File: config.mk
export PLATFORM = sky130hd
export DESIGN_NAME = pred_regfile_top
export DESIGN_NICKNAME = d
export VERILOG_FILES = /design/src/rtl/pred_pkg.sv /design/src/rtl/pred_cmp_unit.sv /design/src/rtl/pred_flag_file.sv /design/src/rtl/pred_retire_gate.sv /design/src/rtl/pred_regfile_top.sv
export SDC_FILE = /design/constraint.sdc
export NUM_CORES = 1
export LEC_CHECK = 0
export ABC_AREA = 0
export BUFFER_PORTS_ARGS = -buffer_cell sky130_fd_sc_hd__buf_4
export CAP_MARGIN = 20
export CORE_MARGIN = 4
export CORE_UTILIZATION = 45
export DETAILED_ROUTE_END_ITERATION = 8
export HOLD_SLACK_MARGIN = 0.02
export PLACE_DENSITY = 0.74
export SKIP_CTS_REPAIR_TIMING = 1
export SLEW_MARGIN = 0
export SYNTH_ARGS = -nofsm -noshare
export SYNTH_HDL_FRONTEND = slang
export SYNTH_SLANG_ARGS = --single-unit
File: constraint.sdc
create_clock -name clk -period 3.55 [get_ports clk]
set_clock_uncertainty 0.1 [all_clocks]
set_input_delay 0.1775 -clock clk [delete_from_list [all_inputs] [get_ports clk]]
set_output_delay 0.1775 -clock clk [all_outputs]
set_load 0.01 [all_outputs]
File: src/rtl/pred_pkg.sv
package pred_pkg;

    localparam int unsigned CMP_OP_W      = 4;
    localparam int unsigned CMP_NUM_TESTS = 10;

    typedef enum logic [CMP_OP_W-1:0] {
        CMP_EQ  = 4'd0,
        CMP_NE  = 4'd1,
        CMP_LT  = 4'd2,
        CMP_LE  = 4'd3,
        CMP_GT  = 4'd4,
        CMP_GE  = 4'd5,
        CMP_LTU = 4'd6,
        CMP_LEU = 4'd7,
        CMP_GTU = 4'd8,
        CMP_GEU = 4'd9
    } cmp_op_e;

endpackage

File: src/rtl/pred_cmp_unit.sv
module pred_cmp_unit
    import pred_pkg::*;
#(
    parameter int unsigned DATA_W = 64
) (
    input  logic [CMP_OP_W-1:0] op,
    input  logic [DATA_W-1:0]   opnd_a,
    input  logic [DATA_W-1:0]   opnd_b,
    output logic                outcome,
    output logic                op_legal
);

    logic eq_w, slt_w, ult_w;

    always_comb begin
        eq_w  = (opnd_a == opnd_b);
        slt_w = ($signed(opnd_a) < $signed(opnd_b));
        ult_w = (opnd_a < opnd_b);
    end

    always_comb begin
        outcome  = 1'b0;
        op_legal = 1'b1;
        case (cmp_op_e'(op))
            CMP_EQ:  outcome = eq_w;
            CMP_NE:  outcome = !eq_w;
            CMP_LT:  outcome = slt_w;
            CMP_LE:  outcome = slt_w | eq_w;
            CMP_GT:  outcome = !(slt_w | eq_w);
            CMP_GE:  outcome = !slt_w;
            CMP_LTU: outcome = ult_w;
            CMP_LEU: outcome = ult_w | eq_w;
            CMP_GTU: outcome = !(ult_w | eq_w);
            CMP_GEU: outcome = !ult_w;
            default: op_legal = 1'b0;
        endcase
    end


    always_comb begin
        if (op == 4'(CMP_GE) && opnd_a == opnd_b)
            ge_equal_chk: assert (outcome);
    end

endmodule

File: src/rtl/pred_flag_file.sv
module pred_flag_file #(
    parameter int unsigned NPRED = 64,
    parameter int unsigned NSLOT = 3,
    localparam int unsigned PW   = $clog2(NPRED)
) (
    input  logic                clk,
    input  logic                rst_n,
    input  logic                wr_en,
    input  logic [PW-1:0]       wr_t_idx,
    input  logic [PW-1:0]       wr_f_idx,
    input  logic                wr_val,
    input  logic [NSLOT*PW-1:0] rd_idx,
    output logic [NSLOT-1:0]    rd_val
);

    typedef struct packed {
        logic [NPRED-1:0] flags;
    } file_state_t;

    localparam logic [NPRED-1:0] RESET_FLAGS = NPRED'(1);

    file_state_t st_d, st_q;

    always_comb begin
        st_d = st_q;
        if (wr_en) begin
            if (wr_t_idx != '0) st_d.flags[wr_t_idx] = wr_val;
            if (wr_f_idx != '0) st_d.flags[wr_f_idx] = !wr_val;
        end
        st_d.flags[0] = 1'b1;
    end

    always_ff @(posedge clk) begin
        if (!rst_n) st_q.flags <= RESET_FLAGS;
        else        st_q <= st_d;
    end

    for (genvar g = 0; g < NSLOT; g++) begin : g_rd
        assign rd_val[g] = st_q.flags[rd_idx[g*PW +: PW]];
    end


    reset_state_chk: assert property (@(posedge clk) disable iff (!rst_n)
        $rose(rst_n) |-> (st_q.flags == RESET_FLAGS));


    flag_zero_chk: assert property (@(posedge clk) disable iff (!rst_n)
        st_q.flags[0]);


    true_dst_chk: assert property (@(posedge clk) disable iff (!rst_n)
        (wr_en && wr_t_idx != '0 && wr_t_idx != wr_f_idx)
        |=> (st_q.flags[$past(wr_t_idx)] == $past(wr_val)));


    false_dst_chk: assert property (@(posedge clk) disable iff (!rst_n)
        (wr_en && wr_f_idx != '0)
        |=> (st_q.flags[$past(wr_f_idx)] == !$past(wr_val)));


    idle_hold_chk: assert property (@(posedge clk) disable iff (!rst_n)
        !wr_en |=> $stable(st_q.flags));

endmodule

File: src/rtl/pred_retire_gate.sv
module pred_retire_gate #(
    parameter int unsigned NSLOT = 3
) (
    input  logic             clk,
    input  logic             rst_n,
    input  logic [NSLOT-1:0] ret_valid,
    input  logic [NSLOT-1:0] guard,
    output logic [NSLOT-1:0] commit_en
);

    for (genvar g = 0; g < NSLOT; g++) begin : g_slot
        assign commit_en[g] = ret_valid[g] & guard[g];


        no_idle_commit_chk: assert property (@(posedge clk) disable iff (!rst_n)
            !ret_valid[g] |-> !commit_en[g]);
    end

endmodule

File: src/rtl/pred_regfile_top.sv
module pred_regfile_top
    import pred_pkg::*;
#(
    parameter int unsigned NPRED  = 64,
    parameter int unsigned NSLOT  = 3,
    parameter int unsigned DATA_W = 64,
    localparam int unsigned PW    = $clog2(NPRED)
) (
    input  logic                clk,
    input  logic                rst_n,
    input  logic                cmp_valid,
    input  logic [CMP_OP_W-1:0] cmp_op,
    input  logic [DATA_W-1:0]   cmp_a,
    input  logic [DATA_W-1:0]   cmp_b,
    input  logic [PW-1:0]       cmp_dst_t,
    input  logic [PW-1:0]       cmp_dst_f,
    input  logic [NSLOT-1:0]    ret_valid,
    input  logic [NSLOT*PW-1:0] ret_pidx,
    output logic [NSLOT-1:0]    guard_val,
    output logic [NSLOT-1:0]    commit_en
);

    logic cmp_res, cmp_legal, wr_en;

    pred_cmp_unit #(.DATA_W(DATA_W)) u_cmp (
        .op       (cmp_op),
        .opnd_a   (cmp_a),
        .opnd_b   (cmp_b),
        .outcome  (cmp_res),
        .op_legal (cmp_legal)
    );

    assign wr_en = cmp_valid & cmp_legal;

    pred_flag_file #(.NPRED(NPRED), .NSLOT(NSLOT)) u_file (
        .clk      (clk),
        .rst_n    (rst_n),
        .wr_en    (wr_en),
        .wr_t_idx (cmp_dst_t),
        .wr_f_idx (cmp_dst_f),
        .wr_val   (cmp_res),
        .rd_idx   (ret_pidx),
        .rd_val   (guard_val)
    );

    pred_retire_gate #(.NSLOT(NSLOT)) u_gate (
        .clk       (clk),
        .rst_n     (rst_n),
        .ret_valid (ret_valid),
        .guard     (guard_val),
        .commit_en (commit_en)
    );


    illegal_op_chk: assert property (@(posedge clk) disable iff (!rst_n)
        (cmp_op >= 4'(CMP_NUM_TESTS)) |-> !wr_en);

endmodule

## Word-level counts from Yosys, hierarchy flattened

Cells that the tools add are included.

| word-level totals | value |
|---|---|
| output and inout bits | 6 |
| input bits | 168 |
| flip-flop bits (word level) | 64 |
| word-level logic and storage cells | 56 |

| cells by class | value |
|---|---|
| bitwise logic cells | 6 |
| reductions and logical operators | 12 |
| equal/unequal tests | 10 |
| order comparisons | 9 |
| muxes and demuxes | 17 |

Operators with widths:

| kind | count |
|---|---|
| two-way mux 64 bit | 3 |
| bitwise mux 64 bit | 2 |
| less-than comparator 64 bit | 2 |
| equality test 64 bit | 1 |
| less-than comparator 6 x 7 -> 1 bit (second input constant) | 5 |
| binary-select mux 1 bit (select 6 bit) | 3 |
| equality test 4 x 3 -> 1 bit (second input constant) | 4 |
| demux 1 bit (select 6 bit) | 2 |
| >= comparator 6 x 1 -> 1 bit (second input constant) | 2 |
| nonzero test 6 bit | 2 |
| case mux 1 bit (10 select lines) | 1 |
| OR reduction 10 bit | 1 |
| equality test 4 x 2 -> 1 bit (second input constant) | 2 |
| equality test 4 bit (second input constant) | 2 |
| zero test 1 bit | 6 |
| two-way mux 1 bit | 6 |
| AND 1 bit | 4 |
| equality test 4 x 1 -> 1 bit (second input constant) | 1 |
| zero test 4 bit | 1 |
| logical AND 1 bit | 2 |
| OR 1 bit | 2 |

## Logic depth before layout (Yosys ltp)

Gate-level depths: netlist (run 1).

| depth | value |
|---|---|
| word-level depth | 9 |
| depth in mapped cells | 14 |
| mapped depth without buffers | 11 |

## Cells and area by module

A second synthesis (run 1) with hierarchy kept.

| unflattened totals | value |
|---|---|
| cells, all modules | 961 |
| area total of the unflattened synthesis | 8150.3 um^2 |

By module, submodules not included:

| module | sequential area each (um^2) | cells each | area an instance (um^2) | times used |
|---|---|---|---|---|
| pred_flag_file | 1261.2 | 708 | 6369.9 | 1 |
| pred_cmp_unit | 0.0 | 249 | 1755.4 | 1 |
| pred_retire_gate | 0.0 | 3 | 18.8 | 1 |
| pred_regfile_top | 0.0 | 1 | 6.3 | 1 |

## Worst setup path after synthesis (run 1)

No wires, ideal clock.

| timing | value |
|---|---|
| kind | input to output |
| start point | input port ret_pidx[0] |
| end point | output port commit_en[0] |
| data arrival time | 2829 ps |
| setup slack | 443 ps |
| stages on the path | 6 |
| path buffers | 2 |
| required time | 3273 ps |
| cell sequence | clkbuf_1 > buf_1 > mux4_2 > mux4_2 > mux4_2 > and2_1 |

| on the way | value |
|---|---|
| longest elaborated chain between the ends | 3 |

RTL lines:

| element | RTL line | RTL |
|---|---|---|
| start, declared | pred_regfile_top.sv:18 | `input logic [NSLOT*PW-1:0] ret_pidx,` |
| binary-select mux 1 bit (select 6 bit) | pred_flag_file.sv:39 | `assign rd_val[g] = st_q.flags[rd_idx[g*PW +: PW]];` |
| two-way mux 1 bit (not written as such) | pred_flag_file.sv:39 |  |
| net guard_val[0] | pred_regfile_top.sv:19 | `output logic [NSLOT-1:0] guard_val,` |
| AND 1 bit | pred_retire_gate.sv:12 | `assign commit_en[g] = ret_valid[g] & guard[g];` |
| end, declared | pred_regfile_top.sv:20 | `output logic [NSLOT-1:0] commit_en` |

The timed path passes the listed nets, and every way through them passes these cells. The select of a mux whose other input is x is not followed.

## Worst setup path in the final report (run 1)

| timing | value |
|---|---|
| start point | input port cmp_a[30] |
| end point | register u_file.st_q[57] (netlist bit) |

| on the way | value |
|---|---|
| longest elaborated chain between the ends | 9 |
| elaborated cells on any way between the ends | 17 |
| classes of those cells | order compare: 2; eq/ne: 1; mux: 6; bitwise: 2; reduce/logical: 6 |

RTL lines:

| element | RTL line | RTL |
|---|---|---|
| start, declared | pred_regfile_top.sv:13 | `input logic [DATA_W-1:0] cmp_a,` |
| less-than comparator 64 bit (tied with other cells) | pred_cmp_unit.sv:18 | `ult_w = (opnd_a < opnd_b);` |
| OR 1 bit (on tied branches) | -- |  |
| zero test 1 bit (on tied branches) | pred_cmp_unit.sv:33, pred_cmp_unit.sv:29 |  |
| case mux 1 bit (10 select lines) * | pred_cmp_unit.sv:24 | `case (cmp_op_e'(op))` |
| bitwise mux 64 bit | pred_flag_file.sv:27 | `if (wr_t_idx != '0) st_d.flags[wr_t_idx] = wr_val;` |
| two-way mux 64 bit | pred_flag_file.sv:27 |  |
| two-way mux 64 bit | pred_flag_file.sv:26 | `if (wr_en) begin` |
| bitwise mux 64 bit | pred_flag_file.sv:28 | `if (wr_f_idx != '0) st_d.flags[wr_f_idx] = !wr_val;` |
| two-way mux 64 bit * | pred_flag_file.sv:28 |  |
| end signal, assigned | pred_flag_file.sv:35 | `else st_q <= st_d;` |
| end, declared | pred_flag_file.sv:22 | `file_state_t st_d, st_q;` |

Mark *: on every way between the ends. The rest lies on a longest branch, timed or not. The select of a mux whose other input is x is not followed.
A chain may end at the register's enable or synchronous reset.

==> results of run 1 <==
==> through the flow <==
stage | power [mW] | instances | area [µm²] | hold slack (ns) | utilization (%)
floorplan | 1.37 | 842 | 7300 | 0.399 | -
global placement | 1.67 | 1166 | 8680 | 0.485 | 54.6
detailed placement | 1.69 | 1166 | 8680 | 0.495 | 54.6
CTS | 2.47 | 1182 | 8940 | 0.287 | 56.3
global route | 2.60 | 1182 | 8940 | 0.303 | 56.3
finish | 2.48 | 1182 | 8940 | 0.294 | 56.3
==> worst paths after layout <==
path	from	to	slack (ns)	cells past startpoint
min	rst_n	u_file.st_q[25]	0.29	3
max reg2reg	u_file.st_q[57]	u_file.st_q[57]	2.50	2
min reg2reg	u_file.st_q[59]	u_file.st_q[59]	0.51	2
max	cmp_a[30]	u_file.st_q[57]	0.49	12
==> metal layers <==
layer | routed length (µm) | global-route usage [%] | vias up
li1 | - | - | 3458
met1 | 8850 | 32.0 | 3534
met2 | 11600 | 44.4 | 490
met3 | 2860 | 6.20 | 73
met4 | 898 | 9.13 | 0
met5 | 0 | 0 | -
==> cell type report <==
type / instances / area [µm²] / share of cell area (%)
well taps: 216 / 270 / 3.02
inverters: 68 / 255 / 2.86
flip-flops and latches: 63 / 1260 / 14.1
multi-input cells: 629 / 5440 / 60.9
clock buffers: 12 / 236 / 2.65
repair buffers: 190 / 1450 / 16.2
clock inverters: 4 / 22.5 / 0.252
==> kinds of logic after synthesis <==
| family | count (synthesis) | share of synthesized area [%] |
|---|---|---|
| compound gates | 251 | 22.1 |
| simple gates | 187 | 13.6 |
| buf+inv | 150 | 8.40 |
| mux | 126 | 27.6 |
| fa+ha+maj | 64 | 11.0 |
| flops | 63 | 17.3 |
| xor+xnor | 1 | 0.120 |
==> power breakdown <==
part	internal (mW)	leakage, nW	total, mW	switching, mW
clock	0.469	0.126	0.788	0.319
sequential	0.761	0.520	0.840	0.0785
combinational	0.437	3.09	0.854	0.416
==> worst max-delay path: stages <==
cell,delay (ns)
buf_4,0.11
ha_1,0.30
nand4_1,0.21
nor4_1,0.41
nand4_2,0.24
nor2_1,0.16
a211oi_1,0.06
or3_1,0.30
a211o_2,0.37
buf_12,0.18
and3_1,0.31
a221oi_1,0.34
==> cell usage in the layout, fill, tap and decap left out, types with 2 or more instances in the layout <==
cell type | netlist | final
a221oi_2 | 7 | 7
ha_1 | 64 | 64
nor3_1 | 5 | 5
dfxtp_1 | 63 | 63
nor2_1 | 78 | 78
a21o_1 | 2 | 2
and2_1 | 3 | 3
buf_4 | 7 | 188
a21oi_1 | 92 | 92
nor4_1 | 4 | 4
or3_1 | 6 | 6
clkbuf_1 | 52 | 3
and3b_1 | 4 | 4
buf_12 | 0 | 2
nand3b_1 | 7 | 7
mux4_2 | 60 | 60
o211ai_1 | 3 | 3
mux2i_1 | 66 | 66
and4_1 | 2 | 2
nand3_1 | 13 | 13
clkinv_2 | 0 | 3
nand4_1 | 12 | 12
nor3b_2 | 0 | 3
o21ai_0 | 73 | 73
and3_1 | 10 | 10
clkbuf_16 | 0 | 9
a22oi_1 | 3 | 3
a221oi_1 | 59 | 59
nor3b_1 | 6 | 3
or3b_2 | 3 | 3
inv_1 | 68 | 68
nand4_2 | 2 | 2
nand2_1 | 23 | 22
==> summary by stage, run 1 <==
GRT
The initial antenna violation count is 0. Global routing finished with a remaining overflow of 0. The pin count of the biggest net entering global routing is 64. The overall fraction of global-route tracks in use is 26.0%.

The first global-routing pass estimated approximately 38000 µm of wire. The via count of the first global-routing pass is 7304.

Timing
The achievable clock frequency is approximately 330 MHz. In this run the tightest slew margin relative to its limit is 29.5%. For the pin with the worst max-slew slack, the measured transition is 1.05 ns. Setup violations remaining at the end of the flow were counted as 0.

The setup slack of the critical path after layout is 0.493 ns. The max-slew violation count is 0. The number of hold-slack violations in the final timing report is 0. Setup total negative slack on the finished layout was measured at 0 ns. Setup repair after global routing left no endpoint under its margin. The clock period could shrink to between 3 and 4 ns. The part of the cycle the worst path needs is between 80 and 90%.

Route
After detailed routing, the average wire length per cell comes to between 20 and 25 µm. Across all layers, the routed design uses 7555 vias. The DRC violation count after routing is 0.

Once detail routing completed, the nets flagged for antenna violations numbered 0. Before antenna repair, the detailed router went through 5 iterations. After the first detailed-routing iteration, the DRC count stood at between 800 and 900. The detailed-route wire length is between 20000 and 25000 µm.

After detailed routing, the number of vias per cell comes to 6.39.

Worst setup path
The critical path arrival is between 3 and 4 ns. Of all nets on the critical path, the largest fanout is 39. The critical path endpoint category is a register. The kind of launch point of the worst setup path is an input port. The required time at the endpoint of the critical path is approximately 3.7 ns. The critical setup path kind is input port to register.

Yosys
The synthesized design spends more area on one cell type than any other, namely mux4_2. After synthesis the cells add up to ~7300 µm². The register bit count reported by yosys is 63.

The commonest cells after synthesis are a21oi_1 (92), nor2_1 (78), o21ai_0 (73), inv_1 (68), mux2i_1 (66). The leading cell type by number of instances after synthesis is a21oi_1. The number of enable flip-flop cells after synthesis is 0. The fraction of registers with async set or reset after synthesis is 0%. After synthesis, the cell types taking the most area are mux4_2 (19%), dfxtp_1 (17%), ha_1 (11%), mux2i_1 (9.1%), a221oi_1 (7.1%). Synthesis instantiated between 50 and 60 different standard cells from the library. The area share of the largest cell type after synthesis is 18.5%. The net count of the mapped netlist is approximately 1100. The count of mapped cells out of synthesis is between 800 and 900. The most used flip-flop cell after synthesis is dfxtp_1. The mean post-synth cell area is approximately 8.7 µm².

Yosys printed 0 warnings. After synthesis, flip-flops and latches occupy 17.3% of the total area.

Die
The region available for standard cell placement spans 15900 µm². The die footprint is 18300 µm². The number of rows created at floorplan is 46. The die is between 100 and 150 µm wide. The chip height is roughly 140 µm. The initial core utilization is a little under half. 174 I/O pins were placed.

Final layout
The post-route netlist has approximately 30% of its cells at a drive strength greater than 1. From synthesis to final layout, the design area changed by 22.5%. After filler insertion, the fill cell instance count of the layout stands at between 1000 and 1500.

The largest registers in the layout are u_file.st_q: 63 flops. The register bank with the most flops is u_file.st_q. 0 antenna diodes ended up in the layout. The flip-flop count of the largest register, all copies and words added is 63. The net total in the final layout is approximately 1200.

Clocking
The CTS tree is yes. The H-tree generated during clock tree synthesis spans 3 levels. The maximum number of buffers from clock root to sink is 2.

Clock tree synthesis inserted a total of 9 buffers. The clock transition at the registers of the reported paths is about 0.05 ns. The buffer cell driving the clock tree root is clkbuf_16. The later-pin clock latency in the skew report is ~0.33 ns. CTS saw between 60 and 70 sinks.

Placed design
Detailed placement finished with a half-perimeter wire length of 18100 µm. The last weighted congestion value of the routability-driven placer is about 0.94. The worst setup timing slack at the placement stage is 0.192 ns. In this run the tool buffered the top-level ports with 173 buffer cells.

Run status
The flow ran to the end, and the final reports show no timing, DRC or antenna violations.

Power
For this design the static power due to leakage is between 3 and 4 nW. The ratio of total power to cell area is around 280 nW/µm². IR analysis of the VDD net gives a maximum drop of about 0.00021 V.

Worst hold path
The path class of the tightest hold or removal check is input port to register.

Job
The max-capacitance violation count is 0.
Note: power is estimated with default switching activity, not from simulation.
==> run 2: changes to the inputs <==
Settings changed: CORE_MARGIN 4 to 10, PLACE_DENSITY 0.74 to 0.77.
Clock period 3.55 ns to 2.6 ns, I/O delays scaled along.
==> run 2 against run 1 <==
The flow now finishes with violations (DRC, setup timing). Total power rose by 54%. Core utilization rose by 7.3 points. Clock-buffer cell count did not move. Largest power group unchanged. Critical endpoint is now u_file.st_q[53].
==> summary by stage, run 2 (synthesized netlist as in run 1, its figures left out) <==
Placed design
The worst setup timing slack at the placement stage is -0.655 ns. The last weighted congestion value of the routability-driven placer is 0.919. The instance count after placement with tap cells included is 1204.

The number of port buffers is around 170. The placed wire-length estimate after detailed placement is roughly 20000 µm.

Clocking
The tree is rooted in a clkbuf_16. The CTS sink count is 63. TritonCTS built the clock tree. The number of buffers created by CTS is 9. The clock passes through at most 2 buffers. The H-tree was split into 3 levels.

The later-pin clock latency in the skew report is 0.34 ns. After clock tree synthesis, the clock-pin slew on the worst setup and hold paths is approximately 0.06 ns.

Timing
The max-slew violation count is 0. The worst-margin pin slew is between 0.9 and 1 ns. Across all setup checks in the final design, the least slack found is -0.262 ns. The part of the cycle the worst path needs is 110%.

Setup repair after global routing could not meet its margin everywhere. The headroom to the max-slew limit is roughly 35%. Derived from the worst setup path, the maximum achievable clock frequency is between 300 and 400 MHz.

The worst-case hold slack is between 0.15 and 0.2 ns. The setup TNS is -12.52 ns. The final setup violation count is between 60 and 70.

The number of hold-slack violations in the final timing report is 0. The worst path in the final design needs a cycle of ~2.9 ns, including I/O delays and setup.

Route
The count of vias placed by the detailed router is between 8000 and 9000. The DRC violation count after routing is 2. For this run, the detailed router's first-pass iteration total came to 8. For this block, the initial DRC count from the detailed router was 904.

In the final routed layout, each cell accounts on average for 22.5 µm. The detailed-route wire length is around 28000 µm. The final antenna-violating net count is 0. In the routed layout, each cell is associated on average with a via count of 6.57.

Die
about 170 I/O pins were placed. The chip height is ~150 µm. The number of rows created at floorplan is 46.

The die is 147 µm wide. For this configuration, the core starts out at a cell density of between 40% and 50%. The floorplan step defined a core boundary enclosing 15900 µm². The die covers between 20000 and 25000 µm².

Worst setup path
Data on the critical path is required at its endpoint by between 2 and 3 ns. The terminus of the critical flop-to-flop path is u_file.st_q[2]. In this run the critical register-to-register path is launched from u_file.st_q[2].

For the worst flop-to-flop path, the logic depth is 2. The reg2reg setup slack is about 1.5 ns. The critical path arrival is roughly 3.0 ns. The kind of launch point of the worst setup path is an input port. The critical path endpoint category is a register.

The critical-path maximum fanout is 8. The critical path is of the input port to register type.

GRT
The via count of the first global-routing pass is just under 8000. For this run the aggregate overflow at the end of global routing stands at 0. The initial antenna violation count came to 0. The overall fraction of global-route tracks in use is about a quarter. Entering global routing, the biggest net connects 72 pins. The first global-routing pass estimated between 40000 and 50000 µm of wire.

Power
The worst-case IR drop observed on VDD is roughly 0.00033 V. Summing internal, switching and leakage power gives roughly 3.8 mW. Dividing total power by cell area gives a power density of roughly 380 nW/µm². The leakage power of the design is 4.16 nW.

Final layout
The number of antenna diodes in the final layout is 0. The net total in the final layout is roughly 1200. The top cell types in the final layout, fill and taps aside, are buf_4 (226), a21oi_1 (90), nor2_1 (78), o21ai_0 (71), mux2i_1 (62). The multi-input combinational cells in the finished layout cover a total of a little over 6000 µm². In the final layout, flip-flops and latches occupy 1270 µm². The register with the most flip-flops in the final layout is u_file.st_q. In the final layout, the registers with the most flip-flops are u_file.st_q: 63 flops. The flip-flop count of the largest register, all copies and words added is 63.

The share of cells above drive strength 1 is a little over two fifths. The non-filler instance count after layout is 1231. The library cell used most frequently in the layout, excluding fill and tap cells, is buf_4. The filler cells instantiated in the layout total roughly 1200. The layout-stage area growth over the synthesis result is 38.5%.

Job
Across the run, the number of max-cap violations was 0.

Worst hold path
The launch instance of the worst min-delay path is cmp_dst_f[1]. The cell depth of the worst hold path is 4. The path with the worst hold slack has its endpoint at u_file.st_q[9].

The tightest min-delay check is of the input port to register type.

Run status
The final reports fail on DRC, setup timing. The run finished, with violations left.
-- run 2: metal layers --
layer / wire, µm / vias to the layer above / global-route usage, %
li1: - / 3562 / -
met1: 9530 / 3794 / 27.1
met2: 12900 / 605 / 38.5
met3: 3890 / 131 / 8.72
met4: 1390 / 0 / 9.17
met5: 0 / - / 0
-- run 2: layout make-up --
| cell class | count | share of cell area (%) |
|---|---|---|
| Sequential cell | 63 | 12.6 |
| Clock inverter | 4 | 0.446 |
| Inverter | 68 | 2.85 |
| Multi-Input combinational cell | 630 | 60.3 |
| Clock buffer | 12 | 2.44 |
| Timing Repair Buffer | 238 | 18.7 |
| Tap cell | 216 | 2.67 |
-- run 2: worst max-delay path: stages --
cell	delay (ns)
buf_6	0.08
inv_4	0.03
ha_4	0.25
nand4_1	0.20
nor4_4	0.37
buf_4	0.19
nand2_2	0.05
o22ai_2	0.18
a41oi_2	0.07
or3_4	0.36
a211o_4	0.40
clkbuf_16	0.19
and3_4	0.23
a221oi_2	0.28
-- run 2: report_power, final --
| part | switching [mW] | total, mW | internal, mW |
|---|---|---|---|
| combinational | 0.686 | 1.43 | 0.743 |
| clock | 0.468 | 1.23 | 0.764 |
| sequential | 0.120 | 1.16 | 1.04 |
-- run 2: worst max-delay path by stage --
| stage | slack (ns) | endpoint | start | cells after the start |
|---|---|---|---|---|
| 2_1_floorplan | -0.16 | u_file.st_q[16] | cmp_b[42] | 13 |
| 3_3_place_gp | -0.54 | u_file.st_q[52] | cmp_b[42] | 12 |
| 3_5_place_dp | -0.66 | u_file.st_q[53] | cmp_b[42] | 13 |
| 4_1_cts | -0.33 | u_file.st_q[53] | cmp_b[42] | 13 |
| 5_1_grt | -0.37 | u_file.st_q[53] | cmp_b[57] | 14 |
| 6_report | -0.26 | u_file.st_q[53] | cmp_b[59] | 14 |
-- run 2: stage by stage --
stage	utilization [%]	cell area, µm²
2_1_floorplan	-	7600
3_3_place_gp	58.1	9230
3_5_place_dp	58.1	9230
4_1_cts	59.9	9520
5_1_grt	63.6	10100
6_report	63.6	10100
